`config.mk`:
```
export PLATFORM = sky130hd
export DESIGN_NAME = spi_fifo_master
export DESIGN_NICKNAME = d
export VERILOG_FILES = /design/src/rtl/spi_fifo_pkg.sv /design/src/rtl/spi_sync_fifo.sv /design/src/rtl/spi_rate_gen.sv /design/src/rtl/spi_frame_shifter.sv /design/src/rtl/spi_fifo_master.sv
export SDC_FILE = /design/constraint.sdc
export NUM_CORES = 1
export LEC_CHECK = 0
export ABC_AREA = 1
export BUFFER_PORTS_ARGS = -buffer_cell sky130_fd_sc_hd__buf_4
export CORE_AREA = 2 2 175 177
export CTS_BUF_LIST = sky130_fd_sc_hd__clkbuf_16
export CTS_CLUSTER_DIAMETER = 50
export CTS_CLUSTER_SIZE = 8
export DETAILED_ROUTE_END_ITERATION = 12
export DIE_AREA = 0 0 177 179
export GPL_ROUTABILITY_DRIVEN = 0
export PLACE_DENSITY = 0.8
export SYNTH_ARGS = -nofsm -noshare
export SYNTH_HDL_FRONTEND = slang
export SYNTH_SLANG_ARGS = --single-unit
```
`constraint.sdc`:
```
create_clock -name clk -period 5.3 [get_ports clk]
set_input_delay 0.265 -clock clk [delete_from_list [all_inputs] [get_ports clk]]
set_output_delay 0.265 -clock clk [all_outputs]
set_load 0.1 [all_outputs]
```
`src/rtl/spi_fifo_pkg.sv`:
```
package spi_fifo_pkg;
  localparam int unsigned REG_IDX_W = 3;
  localparam logic [REG_IDX_W-1:0] RI_CTLA  = 3'd0;
  localparam logic [REG_IDX_W-1:0] RI_CTLB  = 3'd1;
  localparam logic [REG_IDX_W-1:0] RI_DATA  = 3'd2;
  localparam logic [REG_IDX_W-1:0] RI_STAT  = 3'd3;
  localparam logic [REG_IDX_W-1:0] RI_PRESC = 3'd4;
  localparam logic [REG_IDX_W-1:0] RI_FLAGS = 3'd5;

  localparam int unsigned CPOL_BIT = 6;
  localparam int unsigned CPHA_BIT = 7;
  localparam int unsigned RATE_LSB = 8;
  localparam int unsigned EN_BIT   = 4;
  localparam int unsigned OVR_BIT  = 2;

  localparam int unsigned ST_TX_EMPTY = 0;
  localparam int unsigned ST_TX_ROOM  = 1;
  localparam int unsigned ST_RX_AVAIL = 2;
  localparam int unsigned ST_RX_FULL  = 3;
  localparam int unsigned ST_BUSY     = 4;

  typedef enum logic {SH_IDLE, SH_RUN} sh_state_e;
endpackage

```
`src/rtl/spi_sync_fifo.sv`:
```
module spi_sync_fifo #(
  parameter int unsigned WIDTH = 16,
  parameter int unsigned DEPTH = 8
) (
  input  logic             clk,
  input  logic             rst_n,
  input  logic             push,
  input  logic [WIDTH-1:0] push_data,
  input  logic             pop,
  output logic [WIDTH-1:0] head,
  output logic             empty,
  output logic             full
);
  localparam int unsigned PTR_W = (DEPTH > 1) ? $clog2(DEPTH) : 1;
  localparam int unsigned CNT_W = $clog2(DEPTH + 1);

  logic [WIDTH-1:0] mem [DEPTH];
  logic [PTR_W-1:0] wr_ptr, rd_ptr;
  logic [CNT_W-1:0] count;
  logic             do_push, do_pop;

  function automatic logic [PTR_W-1:0] bump(input logic [PTR_W-1:0] p);
    return (p == PTR_W'(DEPTH - 1)) ? '0 : p + PTR_W'(1);
  endfunction

  assign empty   = (count == '0);
  assign full    = (count == CNT_W'(DEPTH));
  assign do_push = push && !full;
  assign do_pop  = pop && !empty;
  assign head    = mem[rd_ptr];

  always_ff @(posedge clk) begin
    if (do_push) mem[wr_ptr] <= push_data;
  end

  always_ff @(posedge clk or negedge rst_n) begin
    if (!rst_n) begin
      wr_ptr <= '0;
      rd_ptr <= '0;
      count  <= '0;
    end else begin
      if (do_push) wr_ptr <= bump(wr_ptr);
      if (do_pop)  rd_ptr <= bump(rd_ptr);
      case ({do_push, do_pop})
        2'b10:   count <= count + CNT_W'(1);
        2'b01:   count <= count - CNT_W'(1);
        default: ;
      endcase
    end
  end

  AST_NO_OVERFLOW: assert property (@(posedge clk) disable iff (!rst_n)
    (push && full && !pop) |=> (count == $past(count)));
  AST_COUNT_BOUND: assert property (@(posedge clk) disable iff (!rst_n)
    count <= CNT_W'(DEPTH));
endmodule

```
`src/rtl/spi_rate_gen.sv`:
```
module spi_rate_gen #(
  parameter int unsigned DIV_W = 8
) (
  input  logic             clk,
  input  logic             rst_n,
  input  logic             run,
  input  logic [DIV_W-1:0] presc,
  input  logic [DIV_W-1:0] rate,
  output logic             tick
);
  localparam int unsigned HALF_W = DIV_W - 1;

  logic [HALF_W-1:0] pre_cnt;
  logic [HALF_W-1:0] pre_last;
  logic [DIV_W-1:0]  rate_cnt;
  logic              pre_wrap, rate_wrap;

  assign pre_last  = presc[DIV_W-1:1] - HALF_W'(1);
  assign pre_wrap  = (pre_cnt >= pre_last);
  assign rate_wrap = (rate_cnt >= rate);
  assign tick      = run && pre_wrap && rate_wrap;

  always_ff @(posedge clk or negedge rst_n) begin
    if (!rst_n) begin
      pre_cnt  <= '0;
      rate_cnt <= '0;
    end else if (!run) begin
      pre_cnt  <= '0;
      rate_cnt <= '0;
    end else if (pre_wrap) begin
      pre_cnt  <= '0;
      rate_cnt <= rate_wrap ? '0 : rate_cnt + DIV_W'(1);
    end else begin
      pre_cnt <= pre_cnt + HALF_W'(1);
    end
  end
endmodule

```
`src/rtl/spi_frame_shifter.sv`:
```
module spi_frame_shifter
  import spi_fifo_pkg::*;
#(
  parameter int unsigned SIZE_CODE_W = 4
) (
  input  logic                          clk,
  input  logic                          rst_n,
  input  logic                          en,
  input  logic                          cpol,
  input  logic                          cpha,
  input  logic [SIZE_CODE_W-1:0]        size_code,
  input  logic                          tick,
  input  logic                          tx_valid,
  input  logic [(1<<SIZE_CODE_W)-1:0]   tx_data,
  output logic                          tx_pop,
  output logic                          run,
  output logic                          rx_valid,
  output logic [(1<<SIZE_CODE_W)-1:0]   rx_data,
  output logic                          sclk,
  output logic                          mosi,
  input  logic                          miso
);
  localparam int unsigned MAX_BITS = 1 << SIZE_CODE_W;
  localparam int unsigned SZ_W     = SIZE_CODE_W + 1;
  localparam int unsigned CNT_W    = SIZE_CODE_W + 2;

  sh_state_e             state;
  logic [MAX_BITS-1:0]   tx_sh, rx_sh, rx_next, rx_mask, ld_sh;
  logic [CNT_W-1:0]      edge_cnt, edge_last;
  logic [SZ_W-1:0]       nbits;
  logic                  sclk_ph, mosi_q, ld_mosi;
  logic                  leading, sample_now, shift_now, last_edge, frame_done;

  always_comb begin
    nbits      = (size_code < SIZE_CODE_W'(3)) ? SZ_W'(4) : SZ_W'(size_code) + SZ_W'(1);
    edge_last  = {nbits, 1'b0} - CNT_W'(1);
    rx_mask    = ~({MAX_BITS{1'b1}} << nbits);
    leading    = !edge_cnt[0];
    sample_now = tick && (leading ^ cpha);
    shift_now  = tick && !(leading ^ cpha);
    last_edge  = (edge_cnt == edge_last);
    frame_done = en && (state == SH_RUN) && tick && last_edge;
    rx_next    = {rx_sh[MAX_BITS-2:0], miso};
    ld_sh      = cpha ? tx_data : {tx_data[MAX_BITS-2:0], 1'b0};
    ld_mosi    = cpha ? mosi_q : tx_data[nbits-SZ_W'(1)];
  end

  assign tx_pop   = en && tx_valid && ((state == SH_IDLE) || frame_done);
  assign run      = (state == SH_RUN);
  assign rx_valid = frame_done;
  assign rx_data  = (cpha ? rx_next : rx_sh) & rx_mask;
  assign sclk     = cpol ^ sclk_ph;
  assign mosi     = mosi_q;

  always_ff @(posedge clk or negedge rst_n) begin
    if (!rst_n) begin
      state    <= SH_IDLE;
      tx_sh    <= '0;
      rx_sh    <= '0;
      edge_cnt <= '0;
      sclk_ph  <= 1'b0;
      mosi_q   <= 1'b0;
    end else if (!en) begin
      state    <= SH_IDLE;
      edge_cnt <= '0;
      sclk_ph  <= 1'b0;
    end else begin
      case (state)
        SH_IDLE: begin
          if (tx_valid) begin
            state    <= SH_RUN;
            edge_cnt <= '0;
            sclk_ph  <= 1'b0;
            tx_sh    <= ld_sh;
            mosi_q   <= ld_mosi;
          end
        end
        default: begin
          if (tick) begin
            sclk_ph <= ~sclk_ph;
            if (sample_now) rx_sh <= rx_next;
            if (last_edge) begin
              edge_cnt <= '0;
              if (tx_valid) begin
                tx_sh  <= ld_sh;
                mosi_q <= ld_mosi;
              end else begin
                state <= SH_IDLE;
              end
            end else begin
              edge_cnt <= edge_cnt + CNT_W'(1);
              if (shift_now) begin
                mosi_q <= tx_sh[nbits-SZ_W'(1)];
                tx_sh  <= {tx_sh[MAX_BITS-2:0], 1'b0};
              end
            end
          end
        end
      endcase
    end
  end

  AST_SCLK_ON_TICK: assert property (@(posedge clk) disable iff (!rst_n)
    ($past(state == SH_RUN) && !$past(tick) && state == SH_RUN) |-> (sclk_ph == $past(sclk_ph)));
  AST_IDLE_LEVEL: assert property (@(posedge clk) disable iff (!rst_n)
    (state == SH_IDLE) |-> (sclk == cpol));
  AST_EN_STOPS: assert property (@(posedge clk) disable iff (!rst_n)
    !en |=> (state == SH_IDLE));
endmodule

```
`src/rtl/spi_fifo_master.sv`:
```
module spi_fifo_master
  import spi_fifo_pkg::*;
#(
  parameter int unsigned ADDR_W      = 5,
  parameter int unsigned DATA_W      = 32,
  parameter int unsigned FIFO_DEPTH  = 8,
  parameter int unsigned SIZE_CODE_W = 4,
  parameter int unsigned DIV_W       = 8
) (
  input  logic              clk,
  input  logic              rst_n,
  input  logic              bus_en,
  input  logic              bus_we,
  input  logic [ADDR_W-1:0] bus_addr,
  input  logic [DATA_W-1:0] bus_wdata,
  output logic [DATA_W-1:0] bus_rdata,
  output logic              sclk,
  output logic              mosi,
  input  logic              miso
);
  localparam int unsigned MAX_BITS = 1 << SIZE_CODE_W;
  localparam int unsigned PRE_HI_W = DIV_W - 1;

  logic [REG_IDX_W-1:0]   reg_idx;
  logic                   wr_cyc, rd_cyc, ovr_clear;
  logic [SIZE_CODE_W-1:0] size_code;
  logic                   cpol, cpha, port_en, ovr;
  logic [DIV_W-1:0]       rate, presc_eff;
  logic [PRE_HI_W-1:0]    presc_hi;

  logic                   tx_push, tx_pop, tx_empty, tx_full;
  logic [MAX_BITS-1:0]    tx_head;
  logic                   rx_pop, rx_empty, rx_full, rx_done;
  logic [MAX_BITS-1:0]    rx_head, rx_word;
  logic                   sh_run, tick, busy;

  assign reg_idx   = bus_addr[2 +: REG_IDX_W];
  assign wr_cyc    = bus_en && bus_we;
  assign rd_cyc    = bus_en && !bus_we;
  assign tx_push   = wr_cyc && (reg_idx == RI_DATA);
  assign rx_pop    = rd_cyc && (reg_idx == RI_DATA);
  assign ovr_clear = wr_cyc && (reg_idx == RI_FLAGS) && bus_wdata[OVR_BIT];
  assign presc_eff = (presc_hi == '0) ? DIV_W'(2) : {presc_hi, 1'b0};
  assign busy      = sh_run || !tx_empty;

  always_ff @(posedge clk or negedge rst_n) begin
    if (!rst_n) begin
      size_code <= SIZE_CODE_W'(7);
      cpol      <= 1'b0;
      cpha      <= 1'b0;
      rate      <= '0;
      port_en   <= 1'b0;
      presc_hi  <= PRE_HI_W'(1);
      ovr       <= 1'b0;
    end else begin
      if (wr_cyc) begin
        case (reg_idx)
          RI_CTLA: begin
            size_code <= bus_wdata[SIZE_CODE_W-1:0];
            cpol      <= bus_wdata[CPOL_BIT];
            cpha      <= bus_wdata[CPHA_BIT];
            rate      <= bus_wdata[RATE_LSB +: DIV_W];
          end
          RI_CTLB:  port_en  <= bus_wdata[EN_BIT];
          RI_PRESC: presc_hi <= bus_wdata[DIV_W-1:1];
          default:  ;
        endcase
      end
      if (rx_done && rx_full) ovr <= 1'b1;
      else if (ovr_clear)     ovr <= 1'b0;
    end
  end

  always_comb begin
    bus_rdata = '0;
    case (reg_idx)
      RI_CTLA: begin
        bus_rdata[SIZE_CODE_W-1:0]    = size_code;
        bus_rdata[CPOL_BIT]           = cpol;
        bus_rdata[CPHA_BIT]           = cpha;
        bus_rdata[RATE_LSB +: DIV_W]  = rate;
      end
      RI_CTLB: bus_rdata[EN_BIT] = port_en;
      RI_DATA: if (!rx_empty) bus_rdata[MAX_BITS-1:0] = rx_head;
      RI_STAT: begin
        bus_rdata[ST_TX_EMPTY] = tx_empty;
        bus_rdata[ST_TX_ROOM]  = !tx_full;
        bus_rdata[ST_RX_AVAIL] = !rx_empty;
        bus_rdata[ST_RX_FULL]  = rx_full;
        bus_rdata[ST_BUSY]     = busy;
      end
      RI_PRESC: bus_rdata[DIV_W-1:0] = {presc_hi, 1'b0};
      RI_FLAGS: bus_rdata[OVR_BIT]   = ovr;
      default: ;
    endcase
  end

  spi_sync_fifo #(.WIDTH(MAX_BITS), .DEPTH(FIFO_DEPTH)) i_tx_fifo (
    .clk(clk), .rst_n(rst_n),
    .push(tx_push), .push_data(bus_wdata[MAX_BITS-1:0]),
    .pop(tx_pop), .head(tx_head), .empty(tx_empty), .full(tx_full)
  );

  spi_sync_fifo #(.WIDTH(MAX_BITS), .DEPTH(FIFO_DEPTH)) i_rx_fifo (
    .clk(clk), .rst_n(rst_n),
    .push(rx_done), .push_data(rx_word),
    .pop(rx_pop), .head(rx_head), .empty(rx_empty), .full(rx_full)
  );

  spi_rate_gen #(.DIV_W(DIV_W)) i_rate_gen (
    .clk(clk), .rst_n(rst_n), .run(sh_run),
    .presc(presc_eff), .rate(rate), .tick(tick)
  );

  spi_frame_shifter #(.SIZE_CODE_W(SIZE_CODE_W)) i_shifter (
    .clk(clk), .rst_n(rst_n), .en(port_en),
    .cpol(cpol), .cpha(cpha), .size_code(size_code), .tick(tick),
    .tx_valid(!tx_empty), .tx_data(tx_head), .tx_pop(tx_pop),
    .run(sh_run), .rx_valid(rx_done), .rx_data(rx_word),
    .sclk(sclk), .mosi(mosi), .miso(miso)
  );

  AST_OVR_CAUSE: assert property (@(posedge clk) disable iff (!rst_n)
    $rose(ovr) |-> $past(rx_full));
  AST_OVR_STICKY: assert property (@(posedge clk) disable iff (!rst_n)
    (ovr && !ovr_clear) |=> ovr);
endmodule

```
==> results of run 1 <==
## worst max-delay path, stage by stage, from the launching register on
cell and delay, ps:
dfstp_2 390, ha_1 210, inv_1 170, nand2_2 120, nand2_4 250, ha_1 270
inv_1 60, ha_1 400, inv_1 160, nand2_1 100, nand4_1 90, nor3_1 210
nand3_1 180, inv_1 90, nand2_1 60, nand2_2 240, nand4_1 290, inv_1 220
ha_1 230, ha_1 280, nand2_1 80, nor2_1 40, a211oi_1 240, nor2_1 80
nor2_1 90, nand2_1 70, xor2_1 140
## power groups by stage
stage	Clock [W]	Combinational (W)	Sequential [W]
floorplan	0	0.00216	0.00336
global placement	0	0.00275	0.00342
detailed placement	0	0.00285	0.00342
CTS	0.00288	0.00290	0.00338
global route	0.00301	0.00322	0.00340
finish	0.00287	0.00294	0.00338
## per-layer routing
layer,global-route usage,part of all wire,up-vias
met5,0,0,-
met4,0.0913,0.030,0
met3,0.0503,0.10,93
met2,0.429,0.48,665
met1,0.354,0.39,6014
li1,-,-,5836
## sequential cells by signal, summed over array words and instances, names as in the netlist, 3 cells and up
register             flops
i_rx_fifo.wr_ptr         3
presc_hi                 7
i_rx_fifo.mem          128
rate                     8
size_code                4
i_rx_fifo.rd_ptr         3
i_shifter.edge_cnt       6
i_tx_fifo.mem          128
i_tx_fifo.wr_ptr         3
i_rate_gen.rate_cnt      8
i_shifter.rx_sh         16
i_tx_fifo.count          4
i_rate_gen.pre_cnt       7
i_shifter.tx_sh         16
i_tx_fifo.rd_ptr         3
i_rx_fifo.count          4
## logic make-up after synthesis
family | share of synthesized area
AO/OA/AOI/OAI | 0.113
XOR/XNOR | 0.0152
adder cells (fa/ha/maj) | 0.0307
buffers and inverters | 0.0650
flip-flops | 0.607
multiplexers | 0.00134
other | 0.000224
AND/OR/NAND/NOR | 0.167
## cell usage in the layout, fill, tap and decap left out, types with 4 or more instances in the layout
master	n
o211ai_1	14
nand3_2	4
dfrtp_1	94
nand2_4	6
o21ai_1	9
a21oi_1	42
nand2_1	349
ha_1	38
o221ai_1	26
dlygate4sd3_1	16
edfxtp_1	256
buf_4	68
o21ai_0	170
xor2_1	21
conb_1	16
a211oi_1	6
nand4_1	7
nor3_2	6
clkbuf_16	51
dfstp_2	4
nand3_1	95
inv_1	202
nor2_1	169
nor3_1	9
o21ai_2	8
nand2_2	9
o22ai_1	34
nor2_2	5
xnor2_1	5
## final timing paths
kind / slack (ps) / from / cells past startpoint / end
min in group asynchronous: 250 / rst_n / 2 / rate[3]
min: 20 / miso / 3 / i_shifter.rx_sh[0]
max in group asynchronous: 3870 / rst_n / 3 / i_shifter.rx_sh[6]
max reg2reg: 420 / size_code[1] / 26 / i_tx_fifo.count[3]
max: 420 / size_code[1] / 26 / i_tx_fifo.count[3]
min reg2reg: 480 / i_shifter.rx_sh[3] / 2 / i_shifter.rx_sh[3]
## final cells by class
type / instances / area share
Clock buffer: 51 / 0.0670
Timing Repair Buffer: 84 / 0.0352
Multi-Input combinational cell: 1076 / 0.294
Inverter: 173 / 0.0347
Clock inverter: 40 / 0.00932
Tap cell: 396 / 0.0260
Sequential cell: 355 / 0.534
## through the flow
step	setup WS, ps	instances	power [W]	hold WS, ps	utilization
6_report	418	2175	0.00919	20.3	0.635
5_1_grt	62.0	2175	0.00963	9.32	0.635
4_1_cts	486	2175	0.00915	3.15	0.635
3_5_place_dp	540	2068	0.00627	292	0.581
3_3_place_gp	772	2068	0.00616	290	0.581
2_1_floorplan	1200	1692	0.00552	-30.6	-
==> metrics, run 1 <==
number of global-route vias before repair 12000; clk root buf clkbuf_16; switching power 0.00345 W; synth cell count leaders nand2_1, edfxtp_1, o21ai_0; layout cell share with drive strength beyond 1 0.102; register area 10200 um2; Slew HR 0.0804; Final ANT Viol Nets 0; number of gates resized after cts 0; DR pass1 iterations 5; Int Power 0.00574 W; clock sink count 355; share of flip-flops with an asynchronous set or reset 0.279; CTS Buf Count 51; Syn Area/Cell 10.0 um2; clk_lat worst skew 560 ps; Initial Utilization 0.558; antenna cell count 0; vias 12600; achievable clock frequency 0.205 GHz; Die ar. 31700 um2; DIE HEIGHT 179 um; EDFF count, synth 256; drt total wl 41100 um; CP Max Fanout 27; setup repair bufs after CTS 0; gr ovfl total 0; Non-Filler Cell Area, Final 19100 um2; largest area contributor in the netlist edfxtp_1; worst min path class in -> reg; status finished, final reports clean; PortBufs 41; largest net degree at the start of global routing 72; fill cell total of the finished layout 2216; VDD IR max 404 uV; clock buffer depth 3; # DRC 0; Critical Path RT 5740 ps; Seq cells post-synth 355; RSZ-0062 raised after global routing false; Multi-input gate area 5600 um2; Area Overhead vs Synth 13.6%; TNS Setup 0 ps; Die Wd 177 um; CTS tree done; Slew @ Worst Pin 1380 ps; fin crit share 0.921; clock power share 0.312; fin nets 1823; yosys warns 0; wire per inst 18.9 um; Tmin final 4880 ps; synth top area cells edfxtp_1, dfrtp_1, nand2_1, o21ai_0, nor2_1; core box area 30000 um2; Startpoint Class register; cell row count 64; most common cell in the netlist nand2_1; library cells used by synthesis 50; Cells after Synth 1677; Setup Skew 23.4 ps; hold_buf cts 16; initial drt markers 1354; clock slew at reported path FFs 50 ps; DP Area 17400 um2; commonest register cell after synthesis edfxtp_1; WS Path Type reg -> reg; HPWL after DPL 25600 um; Synth top area share 0.459; initial antenna violation count 0; Final Hold Fails 0; LEAKAGE 7.83 nW; synthesized area 16800 um2; CP arrival 5320 ps; Combinational Power Share 0.320; sequential-to-total area share from yosys stat 0.607; GRT Total Usage 0.262; first-pass GRT wire length 64300 um; Via density 5.80; Setup-failing EPs final 0; H-tree Lvls 2; sequential fraction of design power 0.368; Power Density 482 nW/um2; Critical Path Sink Type register; Net Sw Frac 0.375; max-slew violations 0; Max-Cap Viols 0; I/O Pins 76
No activity file was read; power rests on OpenSTA's default activity.
==> inputs of run 2 (changes only) <==
CORE_AREA = 2 2 195 159   (was 2 2 175 177)
DIE_AREA = 0 0 197 161   (was 0 0 177 179)
==> run 2 against run 1 <==
Combinational power about the same. Critical path depth unchanged. Via count up 1.5%. Utilization up 0.77 points. Setup slack better by 56 ps. Cell area up 0.49%. Non-clock buffer count up 3. Sequential share of layout area down 0.26 points. Global-route usage up 0.62 points. Clock-buffer cell count up 1. Clock power up 4%. Critical endpoint unchanged. Largest power group unchanged.
==> metrics, run 2 (synthesized netlist as in run 1, its figures left out) <==
status finished, final reports clean (unchanged); CP Max Fanout 27 (unchanged); switching power 0.00353 W (was 0.00345 W); Hold Path Origin miso (unchanged); LEAKAGE 7.90 nW (was 7.83 nW); DIE HEIGHT 161 um (was 179 um); vias 12800 (was 12600); CTS tree done (unchanged); Slew HR 0.131 (was 0.0804); Via density 5.89 (was 5.80); cell row count 57 (was 64); Setup Skew 35.2 ps (was 23.4 ps); GRT Total Usage 0.269 (was 0.262); layout cell share with drive strength beyond 1 0.104 (was 0.102); wire per inst 19.4 um (was 18.9 um); Tmin final 4830 ps (was 4880 ps); achievable clock frequency 0.207 GHz (was 0.205 GHz); fin nets 1827 (was 1823); Top Registers i_rx_fifo.mem (128), i_tx_fifo.mem (128) (unchanged); first-pass GRT wire length 66400 um (was 64300 um); fin crit share 0.911 (was 0.921); clk root buf clkbuf_16 (unchanged); clk_lat worst skew 570 ps (was 560 ps); initial drt markers 1614 (was 1354); CTS Buf Count 52 (was 51); Net Sw Frac 0.379 (was 0.375); clock buffer depth 3 (unchanged); Power Density 487 nW/um2 (was 482 nW/um2); FF-to-FF End i_tx_fifo.count[3] (unchanged); Slew @ Worst Pin 1300 ps (was 1380 ps); HPWL after DPL 26400 um (was 25600 um); RSZ-0062 raised after global routing false (unchanged); PortBufs 41 (unchanged); R2R Setup Slk 470 ps (was 420 ps); final setup margin 474 ps (was 418 ps); CP arrival 5270 ps (was 5320 ps); fill cell total of the finished layout 2173 (was 2216); Critical Path RT 5750 ps (was 5740 ps); DR pass1 iterations 6 (was 5); Area Overhead vs Synth 14.2% (was 13.6%); end of the worst hold path i_shifter.rx_sh[0] (unchanged); worst min path class in -> reg (unchanged); Startpoint Class register (unchanged); Int Power 0.00579 W (was 0.00574 W); Reg2Reg Depth 26 (unchanged); Die ar. 31700 um2 (about the same); gr ovfl total 0 (unchanged); commonest cells after routing, fill and taps aside nand2_1, edfxtp_1, inv_1 (unchanged); pre-CTS setup slack 607 ps (was 540 ps); clock slew at reported path FFs 50 ps (about the same); WS Path Type reg -> reg (unchanged); sequential fraction of design power 0.366 (was 0.368); Critical Path Sink Type register (unchanged); H-tree Lvls 2 (unchanged); initial antenna violation count 2 (was 0); Cells on Worst Hold Path 3 (unchanged); Initial Utilization 0.562 (was 0.558); clock power share 0.320 (was 0.312); r2r startpoint size_code[0] (was size_code[1]); Final Hold Fails 0 (unchanged); largest net degree at the start of global routing 68 (was 72); Die Wd 197 um (was 177 um); I/O Pins 76 (unchanged); drt total wl 42200 um (was 41100 um); Final ANT Viol Nets 0 (unchanged); clock sink count 355 (unchanged); number of global-route vias before repair 12300 (was 12000); Max-Cap Viols 0 (unchanged); setup repair bufs after CTS 0 (unchanged); VDD IR max 316 uV (was 404 uV); max-slew violations 0 (unchanged); # DRC 0 (unchanged); Combinational Power Share 0.314 (was 0.320); most common cell after layout, fill and taps aside nand2_1 (unchanged); TNS Setup 0 ps (unchanged); core box area 29800 um2 (was 30000 um2); Setup-failing EPs final 0 (unchanged)
-- run 2: cell count changes in the layout (fill, tap and decap cells not counted), sizes merged --
cell | before | now
buf | 68 | 70
clkbuf | 51 | 52
clkinv | 5 | 8
dlygate4sd3 | 16 | 17
diode | 0 | 1
clkinvlp | 0 | 1
inv | 208 | 210
-- run 2: layout make-up --
class	count	area (um2)	area share
Sequential cell	355	10200	0.531
Clock inverter	46	239	0.0125
Timing Repair Buffer	87	696	0.0363
Multi-Input combinational cell	1076	5600	0.292
Clock buffer	52	1300	0.0680
Tap cell	383	479	0.0250
Inverter	173	662	0.0346
Antenna cell	1	2.50	0.000131
-- run 2: how the worst max path moves through the flow --
stage / from / to / slack [ps] / depth (start not counted)
after global routing: size_code[0] / i_tx_fifo.count[3] / 50 / 26
final: size_code[0] / i_tx_fifo.count[3] / 470 / 26
after global placement: size_code[0] / i_tx_fifo.count[3] / 740 / 26
after CTS: size_code[0] / i_tx_fifo.count[3] / 570 / 26
after detailed placement: size_code[0] / i_tx_fifo.count[3] / 610 / 26
after floorplan: size_code[0] / i_rx_fifo.count[3] / 1200 / 26
-- run 2: per-stage QoR --
stage | util | hold slack (ps) | instances | power [W] | area (um2)
finish | 0.642 | 51.7 | 2173 | 0.00933 | 19100
global route | 0.642 | 63.1 | 2173 | 0.00978 | 19100
floorplan | - | -30.6 | 1692 | 0.00552 | 16800
global placement | 0.585 | 389 | 2057 | 0.00616 | 17400
detailed placement | 0.585 | 395 | 2057 | 0.00628 | 17400
CTS | 0.642 | 38.6 | 2172 | 0.00928 | 19100
-- run 2: power by group through the flow --
stage,Clock [W],Combinational (W),Sequential [W]
2_1_floorplan,0,0.00216,0.00336
3_3_place_gp,0,0.00272,0.00345
3_5_place_dp,0,0.00282,0.00345
4_1_cts,0.00299,0.00288,0.00341
5_1_grt,0.00313,0.00322,0.00344
6_report,0.00298,0.00293,0.00342
-- run 2: repair_timing --
action	CTS	global route
endpoints found under the setup margin	0	0
endpoints found under the hold margin	183	0
hold buffers	17	0
gates resized for setup	0	0
-- run 2: critical path, cell delays in order, from the launching register on --
cell	delay [ps]
dfstp_2	380
ha_1	210
inv_1	170
nand2_2	110
nand2_4	230
ha_1	270
inv_1	60
ha_1	420
inv_1	160
nand2_1	100
nand4_1	80
nor3_1	180
nand3_1	150
inv_1	80
nand2_1	60
nand2_2	220
nand4_1	340
inv_1	230
ha_1	240
ha_1	280
nand2_1	80
nor2_1	50
a211oi_1	230
nor2_1	70
nor2_1	90
nand2_1	70
xor2_1	130
-- run 2: routing by layer --
metal	global-route usage	share of wire	vias to the layer above	wire, um
li1	-	-	5854	-
met1	0.382	0.40	6071	17000
met2	0.412	0.46	757	19200
met3	0.0576	0.11	108	4710
met4	0.0971	0.030	2	1270
met5	0	0.00017	-	7
